==> config.mk <==
export PLATFORM = sky130hd
export DESIGN_NAME = oneshot_delay_timer
export DESIGN_NICKNAME = d
export VERILOG_FILES = /design/src/rtl/oneshot_delay_timer.sv
export SDC_FILE = /design/constraint.sdc
export NUM_CORES = 1
export LEC_CHECK = 0
export ABC_AREA = 1
export BUFFER_PORTS_ARGS = -buffer_cell sky130_fd_sc_hd__buf_2
export CORE_UTILIZATION = 58
export CTS_CLUSTER_SIZE = 16
export DETAILED_ROUTE_END_ITERATION = 8
export GPL_ROUTABILITY_DRIVEN = 0
export PLACE_DENSITY = 0.78
export SLEW_MARGIN = 20
export SYNTH_ARGS = -nofsm -noshare
export SYNTH_HDL_FRONTEND = slang
export SYNTH_SLANG_ARGS = --single-unit
export TNS_END_PERCENT = 10
==> constraint.sdc <==
create_clock -name clk -period 3.74 [get_ports clk]
set_input_delay 0.187 -clock clk [delete_from_list [all_inputs] [get_ports clk]]
set_output_delay 0.187 -clock clk [all_outputs]
set_load 0.05 [all_outputs]
==> src/rtl/oneshot_delay_timer.sv <==
module oneshot_delay_timer #(
  parameter int CNT_W = 16,
  parameter int PSC_W = 16,
  parameter int NCH   = 4,
  localparam int DW     = (CNT_W > PSC_W) ? CNT_W : PSC_W,
  localparam int ADDR_W = $clog2(NCH + 4)
) (
  input  logic              clk,
  input  logic              rst_n,
  input  logic              trig_c1_i,
  input  logic              trig_c2_i,
  input  logic              trig_ext_i,
  input  logic              wr_en_i,
  input  logic [ADDR_W-1:0] wr_addr_i,
  input  logic [DW-1:0]     wr_data_i,
  input  logic              upd_i,
  output logic [NCH-1:0]    cmp_irq_o,
  output logic              upd_irq_o,
  output logic              busy_o,
  output logic [CNT_W-1:0]  cnt_o
);
  localparam logic [ADDR_W-1:0] A_PSC  = ADDR_W'(0);
  localparam logic [ADDR_W-1:0] A_END  = ADDR_W'(1);
  localparam logic [ADDR_W-1:0] A_CTRL = ADDR_W'(NCH + 2);
  localparam logic [ADDR_W-1:0] A_IRQ  = ADDR_W'(NCH + 3);
  localparam logic [CNT_W-1:0]  ONE    = CNT_W'(1);

  logic [2:0] s1, s2, s3;
  logic [2:0] rise, fall;
  logic [1:0] sel;
  logic [2:0] pol;
  logic       rmode, urs;
  logic [PSC_W-1:0] psc, pc;
  logic [CNT_W-1:0] end_sh, end_act, cnt;
  logic [CNT_W-1:0] cmp [NCH];
  logic [NCH-1:0]   ier, flag, match;
  logic running, uflag, trig_evt, start, tick, last, ovf;
  logic wr_irq;

  always_ff @(posedge clk or negedge rst_n)
    if (!rst_n) begin
      s1 <= '0; s2 <= '0; s3 <= '0;
    end else begin
      s1 <= {trig_ext_i, trig_c2_i, trig_c1_i};
      s2 <= s1;
      s3 <= s2;
    end

  assign rise = s2 & ~s3;
  assign fall = ~s2 & s3;

  always_comb
    case (sel)
      2'd0:    trig_evt = rise[0] | fall[0];
      2'd1:    trig_evt = pol[0] ? fall[0] : rise[0];
      2'd2:    trig_evt = pol[1] ? fall[1] : rise[1];
      default: trig_evt = pol[2] ? fall[2] : rise[2];
    endcase

  assign start  = trig_evt && (!running || rmode);
  assign tick   = running && (pc == psc);
  assign last   = tick && (cnt == end_act);
  assign ovf    = last && !start && !upd_i;
  assign wr_irq = wr_en_i && (wr_addr_i == A_IRQ);

  for (genvar i = 0; i < NCH; i++) begin : g_match
    assign match[i] = (start && cmp[i] == '0) ||
                      (!start && !upd_i && tick && !last && (cnt + ONE) == cmp[i]);
  end

  always_ff @(posedge clk or negedge rst_n)
    if (!rst_n) begin
      psc <= '0; end_sh <= '0; end_act <= '0;
      sel <= '0; pol <= '0; rmode <= 1'b0; urs <= 1'b0;
      for (int i = 0; i < NCH; i++) cmp[i] <= '0;
    end else begin
      if (wr_en_i) begin
        if (wr_addr_i == A_PSC) psc <= wr_data_i[PSC_W-1:0];
        if (wr_addr_i == A_END) end_sh <= wr_data_i[CNT_W-1:0];
        if (wr_addr_i == A_CTRL) begin
          sel   <= wr_data_i[1:0];
          pol   <= wr_data_i[4:2];
          rmode <= wr_data_i[5];
          urs   <= wr_data_i[6];
        end
        for (int i = 0; i < NCH; i++)
          if (wr_addr_i == ADDR_W'(2 + i)) cmp[i] <= wr_data_i[CNT_W-1:0];
      end
      if (upd_i) end_act <= end_sh;
    end

  always_ff @(posedge clk or negedge rst_n)
    if (!rst_n) begin
      running <= 1'b0; cnt <= '0; pc <= '0;
    end else if (start) begin
      running <= 1'b1; cnt <= '0; pc <= '0;
    end else if (upd_i) begin
      cnt <= '0; pc <= '0;
    end else if (running) begin
      if (tick) begin
        pc <= '0;
        if (last) begin
          cnt <= '0;
          running <= 1'b0;
        end else begin
          cnt <= cnt + ONE;
        end
      end else begin
        pc <= pc + PSC_W'(1);
      end
    end

  always_ff @(posedge clk or negedge rst_n)
    if (!rst_n) begin
      ier <= '0; flag <= '0; uflag <= 1'b0;
    end else begin
      if (wr_irq) begin
        ier <= ier | wr_data_i[NCH-1:0];
        if (wr_data_i[NCH]) begin
          flag  <= '0;
          uflag <= 1'b0;
        end
      end
      if ((upd_i && !urs) || ovf) uflag <= 1'b1;
      for (int i = 0; i < NCH; i++)
        if (match[i] && ier[i]) begin
          flag[i] <= 1'b1;
          ier[i]  <= 1'b0;
        end
    end

  assign cmp_irq_o = flag;
  assign upd_irq_o = uflag;
  assign busy_o    = running;
  assign cnt_o     = cnt;

  assert_start_zero_R4: assert property (@(posedge clk) disable iff (!rst_n)
    $rose(running) |-> cnt == '0);

  assert_idle_zero_R4: assert property (@(posedge clk) disable iff (!rst_n)
    !running |-> cnt == '0);

  assert_cnt_bound_R5: assert property (@(posedge clk) disable iff (!rst_n)
    running |-> cnt <= end_act);

  assert_plain_ignore_R8: assert property (@(posedge clk) disable iff (!rst_n)
    (running && !rmode && trig_evt && !last) |=> running);

  assert_quiet_update_R10: assert property (@(posedge clk) disable iff (!rst_n)
    (upd_i && urs && !running) |=> !$rose(uflag));

  for (genvar i = 0; i < NCH; i++) begin : g_chk
    assert_oneshot_R6: assert property (@(posedge clk) disable iff (!rst_n)
      $rose(flag[i]) |-> ($past(ier[i]) && !ier[i]));
  end
endmodule

======== Yosys cells after proc, flatten, opt, wreduce, memory -nomap -nowiden ========
Index checks and enable logic that the tools add are counted.
cells by class
  multiplexer cells ....................... 32
  add/sub/neg operators ................... 2
  equality and inequality tests ........... 16
  bitwise gates (word level) .............. 6
  reduce and logical (&&, ||, !) cells .... 64
operators with widths
  operator                                                                number
  16-bit 2-to-1 mux                                                       9
  16-bit equality test                                                    6
  16-bit logical NOT                                                      4
  16-bit by 1-bit adder with 16-bit output (second input constant)        2
  2-bit AND reduction                                                     13
  1-bit logical AND                                                       22
  2-bit nonzero test                                                      10
  1-bit 2-to-1 mux                                                        19
  3-bit equality test (second input constant)                             4
  4-bit 2-to-1 mux                                                        3
  3-bit bitwise AND                                                       2
  3-bit by 2-bit equality test with 1-bit output (second input constant)  2
  1-bit logical OR                                                        6
  3-bit NOT                                                               2
  3-bit nonzero test                                                      2
  1-bit logical NOT                                                       5
  4-bit OR                                                                1
  3-bit by 1-bit equality test with 1-bit output (second input constant)  1
  3-bit logical NOT                                                       1
  1-bit one-hot mux with 3 select lines                                   1
  2-bit by 1-bit equality test with 1-bit output (second input constant)  1
  2-bit equality test (second input constant)                             1
  2-bit logical NOT                                                       1
  2-bit by 1-bit != test with 1-bit output (second input constant)        1
  1-bit OR                                                                1
storage, ports and cells
  register bits ........................... 170

======== Logic depth before layout (Yosys ltp) ========
  word-level depth ........................ 14
  mapped depth ............................ 17
  mapped depth without buffers ............ 17

======== Least setup slack after synthesis ========
No wires, ideal clock.
  path kind ............................... flip-flop to flip-flop
  from .................................... reg cnt[1], in the netlist cnt_o[1]
  to ...................................... reg ier[2]
  stages on the path, launching flop included .. 15
  data arrival time ....................... 2.085 ns
  setup slack ............................. 1.534 ns
  library setup time ...................... 0.121 ns
  cell sequence ........................... dfrtp_1 ha_1 nand2_2 nor2_4 nand2_1 nand2_2 nand2_2 a21oi_1 nand2_1 nor2_1 nand2_1 nor2_1 nand2_1 nand2_1 a21oi_1
between the ends
  word-level cells in the longest chain between the ends .. 8
  elaborated cells on any way between the ends .. 11
  those cells by class .................... add/sub (1); eq/ne (2); mux (1); reduce/logical (7)
RTL lines
  item                                                                                              line  source
  start: declaration                                                                                34    logic [CNT_W-1:0] end_sh, end_act, cnt;
  start signal: assignment                                                                          106   cnt <= cnt + ONE;
  parallel branches: the longest is 4 deep, another holds 16-bit by 1-bit adder with 16-bit output  --
  1-bit logical AND (*)                                                                             68    (!start && !upd_i && tick && !last && (cnt + ONE) == cmp[i]);
  1-bit logical OR (*)                                                                              67    assign match[i] = (start && cmp[i] == '0) ||
  1-bit logical AND (*)                                                                             126   if (match[i] && ier[i]) begin
  1-bit 2-to-1 mux / 2-bit nonzero test (equally long branches)                                     --
  end signal: assignment                                                                            118   ier <= ier | wr_data_i[NCH-1:0];
  end: declaration                                                                                  36    logic [NCH-1:0] ier, flag, match;
Every way passes the cells marked *.
A chain may end at the register's enable or synchronous reset.

======== Worst setup path in the final report ========
  from .................................... reg s2[0]
  to ...................................... reg pc[1]
between the ends
  word-level cells in the longest chain between the ends .. 6
  elaborated cells on any way between the ends .. 9
  those cells by class .................... mux (3); bitwise (4); reduce/logical (2)
RTL lines
  item                                                                      line    source
  start: declaration                                                        28      logic [2:0] s1, s2, s3;
  start signal: assignment                                                  42      s1 <= '0; s2 <= '0; s3 <= '0;
  start signal: assignment                                                  45      s2 <= s1;
  3-bit NOT                                                                 50      assign fall = ~s2 & s3;
  3-bit bitwise AND                                                         50
  1-bit 2-to-1 mux / 1-bit OR (equally long branches)                       55, 54
  1-bit one-hot mux with 3 select lines (*)                                 53      case (sel)
  1-bit logical AND (*)                                                     60      assign start = trig_evt && (!running || rmode);
  3-bit nonzero test (no line) / 16-bit 2-to-1 mux (equally long branches)  --
  end signal: assignment                                                    109     pc <= pc + PSC_W'(1);
  end: declaration                                                          33      logic [PSC_W-1:0] psc, pc;
Mark *: on every way between the ends. The rest lies on a longest branch, timed or not.

==> load_flow_metrics.sql <==
INSERT INTO impl_metrics (metric_group, metric, value, unit) VALUES
('synth', 'async_reset_ff_frac', '1.00', ''),
('synth', 'synth_top_family_by_area', 'simple AND/OR/NAND/NOR gates', ''),
('setup_path', 'worst_setup_path_end_kind', 'register', ''),
('cts', 'clk_pin_slew_worst_paths', '0.07', 'ns'),
('timing', 'report.final.hold_viol_count', '0', ''),
('synth', 'syn-instance-count', '1195', ''),
('cts', 'postCtsSetupRepairBufs', '0', ''),
('synth', 'ys_dominant_reg_cell', 'sky130_fd_sc_hd__dfrtp_1', ''),
('routing', 'drc_errors', '0', ''),
('synth', 'synthMuxAreaShare', '0', ''),
('place', 'detailedPlacementHpwl', '17900', 'um'),
('setup_path', 'cpMaxStageDelayCell', 'sky130_fd_sc_hd__nand2_2', ''),
('timing', 'worst_slew_pin_slew', '1.01', 'ns'),
('die', 'start_util', '0.603', ''),
('setup_path', 'timing.critical_path.slowest_cell_delay', '0.44', 'ns'),
('synth', 'synthSimpleGateAreaFrac', '0.323', ''),
('timing', 'max-slew-margin-rel', '0.324', ''),
('synth', 'synth-compound-area-share', '0.0957', ''),
('timing', 'finalWorstSetupSlack', '1.07', 'ns'),
('setup_path', 'cp_data_required_time', '4.03', 'ns'),
('die', 'floorplan.die.width', '126', 'um'),
('synth', 'synth_cell_type_count', '33', ''),
('cts', 'worst_skew_pair_later_pin_latency', '0.44', 'ns'),
('finish', 'layout.cells.most_common', 'sky130_fd_sc_hd__nand2_1', ''),
('grt', 'grt_pass1_vias', '7824', ''),
('cts', 'numClockSinks', '170', ''),
('timing', 'skew', '0.0109', 'ns'),
('routing', 'vias', '8144', ''),
('die', 'die_area', '0.0158', 'sq mm'),
('finish', 'drive_above_1_share', '0.0896', ''),
('outcome', 'outcome', 'finished, final reports clean', ''),
('synth', 'postSynthAreaPerCell', '7.44', 'sq um'),
('setup_path', 'worst_ep_arrival_time', '2.96', 'ns'),
('grt', 'grt_max_degree', '90', ''),
('finish', 'mostFrequentLayoutCells', 'sky130_fd_sc_hd__nand2_1 (419), sky130_fd_sc_hd__dfrtp_1 (170), sky130_fd_sc_hd__inv_1 (126), sky130_fd_sc_hd__o21ai_0 (122), sky130_fd_sc_hd__nor2_1 (96)', ''),
('setup_path', 'cp_cell_sequence', 'inv_1 > ha_1 > nor2_1 > nor2_1 > nand2_1 > nand2_1 > nor2_2 > nor2_2 > nand2_2 > inv_1 > nand3_1 > o21ai_0', ''),
('synth', 'synthXorXnorAreaFrac', '0.0305', ''),
('setup_path', 'worst_setup_path_category', 'register to register', ''),
('synth', 'ys_ff_latch', '170', ''),
('routing', 'drc_marker_count_from_the_first_detailed_route_iteration', '745', ''),
('place', 'post-place-ws', '1.23', 'ns'),
('routing', 'postRouteAntennaNets', '0', ''),
('cts', 'cts_hold_buf', '4', ''),
('timing', 'fmaxAchievable', '375', 'MHz'),
('timing', 'timing.final.crit_share', '0.714', ''),
('grt', 'grt_antenna_before_repair', '0', ''),
('die', 'num_rows', '44', ''),
('timing', 'finalWorstPathRequiredPeriod', '2.67', 'ns'),
('setup_path', 'crit_path_max_fanout', '26', ''),
('pwr', 'irDropWorstVdd', '368', 'uV'),
('finish', 'fin_nets', '1267', ''),
('timing', 'rsz0062_at_grt', 'false', ''),
('synth', 'synth_warnings', '0', ''),
('pwr', 'powerDensity', '497', 'mW/mm^2'),
('finish', 'area_growth', '11.1', '%'),
('die', 'ioPinCount', '48', ''),
('synth', 'synth.net_count', '1225', ''),
('cts', 'root_buffer', 'sky130_fd_sc_hd__clkbuf_16', ''),
('routing', 'post_drt_wl_per_cell', '17.2', 'um'),
('die', 'core', '0.0148', 'sq mm'),
('hold_path', 'hp-class', 'input port to register', ''),
('routing', 'vias_per_cell', '5.68', ''),
('cts', 'cts-resized-gates', '0', ''),
('cts', 'tritoncts', 'yes', ''),
('routing', 'route.final.wire_length', '24700', 'um'),
('finish', 'layout.core_utilization', '0.670', ''),
('synth', 'post_synth_instance_area', '0.00889', 'sq mm'),
('place', 'port_buffers', '47', ''),
('timing', 'final-setup-viol-count', '0', ''),
('setup_path', 'crit_path_start_kind', 'register', ''),
('cts', 'ctsLongestPathBuffers', '2', '');
final timing paths:
kind / cells after the start / slack [ns] / start / end
min in group asynchronous: 2 / 0.37 / rst_n / end_act[12]$_DFFE_PN0P_
hold / removal: 3 / 0.05 / wr_data_i[1] / ier[1]$_DFFE_PN0P_
max in group asynchronous: 3 / 2.45 / rst_n / cmp[52]$_DFFE_PN0P_
hold reg to reg: 0 / 0.36 / s1[1]$_DFF_PN0_ / s2[1]$_DFF_PN0_
setup / recovery: 12 / 1.07 / s2[0]$_DFF_PN0_ / pc[1]$_DFFE_PN0P_
setup reg to reg: 12 / 1.07 / s2[0]$_DFF_PN0_ / pc[1]$_DFFE_PN0P_
layer usage:
| layer | global-route usage | share of wire | vias up |
|---|---|---|---|
| li1 | - | - | 3902 |
| met1 | 0.465 | 0.43 | 3826 |
| met2 | 0.525 | 0.46 | 355 |
| met3 | 0.0607 | 0.078 | 61 |
| met4 | 0.152 | 0.035 | 0 |
| met5 | 0 | 0 | - |
cells in the mapped netlist (3+ instances only):
| cell type | n | area share |
|---|---|---|
| sky130_fd_sc_hd__nor2_1 | 96 | 0.041 |
| sky130_fd_sc_hd__nor2_4 | 4 | 0.0051 |
| sky130_fd_sc_hd__buf_2 | 4 | 0.0023 |
| sky130_fd_sc_hd__o21ai_0 | 122 | 0.069 |
| sky130_fd_sc_hd__dfrtp_1 | 170 | 0.48 |
| sky130_fd_sc_hd__ha_1 | 4 | 0.0056 |
| sky130_fd_sc_hd__nand2_2 | 14 | 0.0098 |
| sky130_fd_sc_hd__xor2_1 | 10 | 0.0098 |
| sky130_fd_sc_hd__nand2_1 | 419 | 0.18 |
| sky130_fd_sc_hd__nand3b_1 | 13 | 0.011 |
| sky130_fd_sc_hd__nor4_1 | 11 | 0.0077 |
| sky130_fd_sc_hd__o22ai_1 | 10 | 0.0070 |
| sky130_fd_sc_hd__nor3b_1 | 3 | 0.0025 |
| sky130_fd_sc_hd__a21oi_1 | 21 | 0.012 |
| sky130_fd_sc_hd__nand3_1 | 72 | 0.041 |
| sky130_fd_sc_hd__nor2_2 | 6 | 0.0042 |
| sky130_fd_sc_hd__xnor2_1 | 21 | 0.021 |
| sky130_fd_sc_hd__nand3_2 | 5 | 0.0056 |
| sky130_fd_sc_hd__inv_1 | 126 | 0.053 |
| sky130_fd_sc_hd__nand4_1 | 14 | 0.0098 |
| sky130_fd_sc_hd__nor3_1 | 12 | 0.0068 |
| sky130_fd_sc_hd__clkbuf_1 | 24 | 0.010 |
cell families (layout without fill, tap and decap cells):
logic type               count (synthesis)  in the layout
AND/OR/NAND/NOR                        671            671
AO/OA/AOI/OAI                          162            162
XOR/XNOR                                31             31
adder cells (fa/ha/maj)                  4              4
flip-flops                             170            170
buffers and inverters                  157            212
registers in the layout, indices dropped and copies added, names as in the netlist, 3 cells and up:
register and flops:
cmp 64, cnt_o 16, end_act 16, end_sh 16
pc 16, psc 16, cmp_irq_o 4, ier 4
pol 3, s1 3, s2 3, s3 3
through the flow:
stage | area (sq um) | instances | hold slack [ns] | total power [mW]
after detailed placement | 9270 | 1398 | 0.295 | 3.20
after global routing | 9880 | 1434 | 0.0600 | 5.15
after floorplan | 8890 | 1195 | -0.109 | 2.89
after global placement | 9270 | 1398 | 0.293 | 3.16
after CTS | 9870 | 1434 | 0.0388 | 4.90
final | 9880 | 1434 | 0.0485 | 4.91
where the power goes:
group | total [mW] | switching [mW] | leakage [nW] | internal [mW]
Combinational | 0.822 | 0.506 | 2.56 | 0.316
Sequential | 2.37 | 0.269 | 2.17 | 2.10
Clock | 1.71 | 0.741 | 0.270 | 0.971
Total | 4.91 | 1.52 | 5.00 | 3.39
worst max-delay path: cells and delay by family (launching register included):
kind            cells  cell delay (ns)
compound gates      1             0.08
flops               1             0.39
fa+ha+maj           1             0.32
simple gates        8             1.38
buf+inv             2             0.34
final cells by class:
cell class / instances / area [sq um]
Fill cell: 1324 / 4870
Sequential cell: 170 / 4250
Multi-Input combinational cell: 868 / 4050
Inverter: 128 / 480
Clock buffer: 23 / 478
Timing Repair Buffer: 52 / 302
Tap cell: 184 / 230
Clock inverter: 9 / 88.8
Note: power is estimated with default switching activity, not from simulation.
